<file path="src/rtl/sar_ctrl.sv">
module sar_ctrl #(
  parameter int NBITS = 8
) (
  input  logic             clk,
  input  logic             rst,
  input  logic             start,
  input  logic             cmp_high,
  output logic             busy,
  output logic             done,
  output logic [NBITS-1:0] trial,
  output logic [NBITS-1:0] result
);

  localparam logic [NBITS-1:0] TOP_BIT = {1'b1, {(NBITS-1){1'b0}}};

  logic [NBITS-1:0] est;
  logic [NBITS-1:0] probe;
  logic [NBITS-1:0] next_est;

  assign trial    = est | probe;
  assign next_est = cmp_high ? est : (est | probe);

  always_ff @(posedge clk) begin
    if (rst) begin
      busy   <= 1'b0;
      done   <= 1'b0;
      est    <= '0;
      probe  <= '0;
      result <= '0;
    end else begin
      done <= 1'b0;
      if (!busy) begin
        if (start) begin
          est   <= '0;
          probe <= TOP_BIT;
          busy  <= 1'b1;
        end
      end else begin
        est   <= next_est;
        probe <= probe >> 1;
        if (probe[0]) begin
          busy   <= 1'b0;
          done   <= 1'b1;
          result <= next_est;
        end
      end
    end
  end

endmodule

</file>
<file path="config.mk">
export PLATFORM = sky130hd
export DESIGN_NAME = sar_ctrl
export DESIGN_NICKNAME = d
export VERILOG_FILES = /design/src/rtl/sar_ctrl.sv
export SDC_FILE = /design/constraint.sdc
export NUM_CORES = 1
export LEC_CHECK = 0
export ABC_AREA = 1
export CAP_MARGIN = 20
export CORE_UTILIZATION = 45
export CTS_BUF_LIST = sky130_fd_sc_hd__clkbuf_8
export DETAILED_ROUTE_END_ITERATION = 12
export DONT_BUFFER_PORTS = 1
export PLACE_DENSITY = 0.61
export SLEW_MARGIN = 25
export SYNTH_ARGS = -nofsm -noshare
export SYNTH_HDL_FRONTEND = slang
export SYNTH_SLANG_ARGS = --single-unit
</file>
<file path="constraint.sdc">
create_clock -name clk -period 2 [get_ports clk]
set_clock_uncertainty 0.2 [all_clocks]
set_input_delay 0.5 -clock clk [delete_from_list [all_inputs] [get_ports clk]]
set_output_delay 0.5 -clock clk [all_outputs]
set_load 0.05 [all_outputs]
</file>
### Word-level counts from Yosys, hierarchy flattened

Index checks and enable logic that the tools add are counted.

* muxes and demuxes: 9
* bitwise gates (word level): 2
* reductions and logical operators: 4

Operators by type and width (count)
* $mux 8: 3
* $mux 7: 2
* $or 8x8->8: 1
* $mux 1: 4
* $reduce_or 2->1: 2
* $reduce_and 2->1: 1
* $reduce_bool 2->1: 1
* $not 1->1: 1

* bits in registers: 26
* word-level logic and storage cells: 21

### Longest topological paths before layout

* word-level depth: 3
* gate-level depth with buffers: 5
* gate-level depth less buffers: 5

### Worst setup path after synthesis

No wires, ideal clock.

* kind: reg2reg
* start point: register busy
* end point: register result[1]
* arrival time: 1.220 ns
* slack: 0.513 ns
* cell stages (with the launch flop): 6
* clock period less this slack: 1.487 ns
* cells stage by stage: dfxtp_1 -> buf_6 -> nand2_4 -> nor2_8 -> inv_2 -> o21ai_2

* longest elaborated chain between the ends: 1

Ends and longest elaborated chain
* from (decl): RTL line 8 `output logic busy,`
* from (signal assigned): RTL line 25 `busy <= 1'b0;`
* from (signal assigned): RTL line 36 `busy <= 1'b1;`
* from (signal assigned): RTL line 42 `busy <= 1'b0;`
* $reduce_and 2->1 (no line)
* to (signal assigned): RTL line 44 `result <= next_est;`
* to (decl): RTL line 11 `output logic [NBITS-1:0] result`

No other way between the ends.
A chain may end at the register's enable or synchronous reset.

### Worst setup path in the final report

* start point: register probe[0]
* end point: output trial[0]

* longest elaborated chain between the ends: 1

Ends and longest elaborated chain
* from (decl): RTL line 17 `logic [NBITS-1:0] probe;`
* from (signal assigned): RTL line 40 `probe <= probe >> 1;`
* $or 8x8->8: RTL line 20 `assign trial = est | probe;`
* to (decl): RTL line 10 `output logic [NBITS-1:0] trial,`

No other way between the ends.

==> out/qor.csv <==
stage,metric,value,unit
outcome,run status,"finished, final reports clean",
setup_path,required time of the critical path,1.30,ns
place,Post-Place Setup Slack,0.511,ns
layout,filler instances,219,
power,Power per Cell Area,814,nW/µm²
timing,count of final max-slew check failures,0,
clock_tree,number of buffers created by CTS,3,
setup_path,critical path start-end classification,register to output pin,
timing,slew margin rel.,66.0,%
clock_tree,buffer depth of the longest clock path,2,
place,total of buffers placed on input and output ports,0,
setup_path,worst path arrival time,1.08,ns
detailed_routing,Routed wire per std cell,12.0,µm
layout,Nets,145,
timing,Total Neg Setup Slack,0,ns
detailed_routing,number of optimization iterations in the first detailed-route pass,4,
clock_tree,TritonCTS clock tree,done,
detailed_routing,final routed wirelength across all metal layers,2010,µm
timing,RSZ-0062 raised after global routing,false,
power,total power consumption of the routed design,0.909,mW
logic_synthesis,number of warnings issued by yosys,0,
global_routing,first-pass GRT wire length,3440,µm
timing,period utilisation layout,89.0,%
logic_synthesis,register area share after synthesis,50.0,%
setup_path,type of destination of the critical path,output pin,
timing,crit path time final,1.78,ns
floorplanning,floorplan die width,50.1,µm
clock_tree,worst skew pair latency,0.26,ns
global_routing,GR Overflow Total,0,
floorplanning,row count,17,
flow_run,max-cap violation count,0,
clock_tree,Root Buffer Master,clkbuf_8,
detailed_routing,detailed-route DRC error count,0,
hold_path,path type of the worst min-delay path,input pin to register,
place,final weighted congestion of routability-driven global placement,0.742,
global_routing,vias in the first global route,790,
timing,total count of hold-check failures in the final report,0,
clock_tree,count of buffers added by post-CTS timing repair for setup,0,
setup_path,top fanout value on the critical path,3,
global_routing,number of antenna violations at the first check in global routing,0,
setup_path,CP peak stage delay,0.40,ns
clock_tree,clock sinks,26,
power,Static Leakage,0.486,nW
detailed_routing,"antenna viol nets, final",0,
floorplanning,count of boundary I/O pins,22,
logic_synthesis,net count after synthesis,142,
logic_synthesis,cell count after synthesis,138,
detailed_routing,overall via count from detail_route,819,
layout,signed area change from the synthesized netlist to the final layout,7.33,%
logic_synthesis,flip-flop and latch count after synthesis,26,
global_routing,global-route total usage across every layer,18.4,%
clock_tree,hold buffers post-CTS,0,
clock_tree,clock-pin slew on the worst setup and hold paths,0.08,ns
setup_path,CP max stage cell,dfxtp_1,
logic_synthesis,Mapped Avg Cell Area,7.54,µm²
global_routing,maximum number of pins on one net before global-route repair,17,
timing,setup-violating endpoint count in the final report,0,
detailed_routing,iteration-0 DRC count of the detailed router,8,
timing,transition at the pin with the smallest max-transition slack,0.510,ns
logic_synthesis,synthesized cell area,1040,µm²
floorplanning,initial core utilization,47.5,%
setup_path,"Critical Path, Cell by Cell",inv_1 -> nand2_1,
detailed_routing,Via density,4.88,
layout,final antenna diode count,0,
setup_path,kind of cell with the highest combined delay on the critical path,flip-flops,
logic_synthesis,number of distinct library cells after synthesis,17,
timing,peak clock frequency supported by timing,562,MHz
clock_tree,maximum level of the CTS H-tree,1,
timing,slack of the critical path,0.220,ns
place,HPWL after DPL,1520,µm
clock_tree,CTS resizes,0,
power,Peak supply drop,442,µV
setup_path,element type at the critical path start,register,
floorplanning,floorplan die area,2510,µm²
layout,fraction of layout instances using a drive strength above 1,12.1,%
setup_path,Crit path buffers/inverters,1,
floorplanning,height of the die,50.1,µm
floorplanning,Core Box Area,2190,µm²
Yosys cell counts (all sizes together):
cell	n	share of area [%]
a211oi	1	0.72
a21oi	15	7.2
buf	4	2.8
dfxtp	26	50
inv	17	6.1
nand2	47	18
nand3	9	4.3
nor2	10	5.9
o21ai	7	4.1
or2	2	1.2
final timing paths:
path | from | to | slack, ns | cells after the start
worst max-delay path | probe[0]$_SDFFE_PP0P_ | trial[0] | 0.22 | 2
worst min-delay path | rst | probe[3]$_SDFFE_PP0P_ | 0.09 | 1
worst max register to register | probe[0]$_SDFFE_PP0P_ | est[0]$_SDFFE_PP0P_ | 0.66 | 4
worst min register to register | est[0]$_SDFFE_PP0P_ | est[0]$_SDFFE_PP0P_ | 0.27 | 2
sequential cells by signal, summed over array words and instances (netlist names):
signal / flops
busy: 1
est: 8
probe: 8
done: 1
result: 8
where the power goes:
part	internal [mW]	switching [mW]
Clock	0.176	0.153
Sequential	0.521	0.00445
Combinational	0.0123	0.0420
Total	0.709	0.200
layout by cell type (no fill, tap or decap):
| cell | synthesis | layout |
|---|---|---|
| nand3_1 | 9 | 9 |
| inv_1 | 13 | 13 |
| or2_2 | 2 | 2 |
| buf_4 | 1 | 2 |
| a21oi_1 | 15 | 15 |
| nor2_1 | 8 | 8 |
| nor2_4 | 1 | 1 |
| o21ai_0 | 5 | 5 |
| clkbuf_8 | 0 | 4 |
| a211oi_1 | 1 | 1 |
| nand2_1 | 46 | 46 |
| o21ai_2 | 2 | 2 |
| nor2_8 | 1 | 1 |
| inv_2 | 4 | 4 |
| nand2_4 | 1 | 1 |
| dfxtp_1 | 26 | 26 |
per-stage QoR:
stage	instances	area (µm²)	utilization, %	hold WS, ns
2_1_floorplan	138	1040	-	0.243
3_3_place_gp	164	1060	48.5	0.245
3_5_place_dp	164	1060	48.5	0.258
4_1_cts	168	1120	51.0	0.0856
5_1_grt	168	1120	51.0	0.0852
6_report	168	1120	51.0	0.0939
cell families after synthesis:
group / synth area share (%)
DFF: 50.0
buffers and inverters: 8.89
AOI/OAI and AO/OA: 12.0
and+or+nand+nor: 29.1
layer usage:
metal / global-route usage (%) / wire length (µm)
met1: 21.1 / 908
met2: 31.6 / 979
met3: 4.32 / 92
met4: 8.57 / 30
met5: 0 / 0
layout make-up:
cell class              count  area, µm²  area share (%)
flip-flops and latches     26        520            46.6
multi-input cells          91        428            38.3
inverters                  17       63.8            5.71
clock buffers               4       55.1            4.93
well taps                  28       35.0            3.14
repair buffers              2       15.0            1.34
Power figures use the tool's default switching activity.
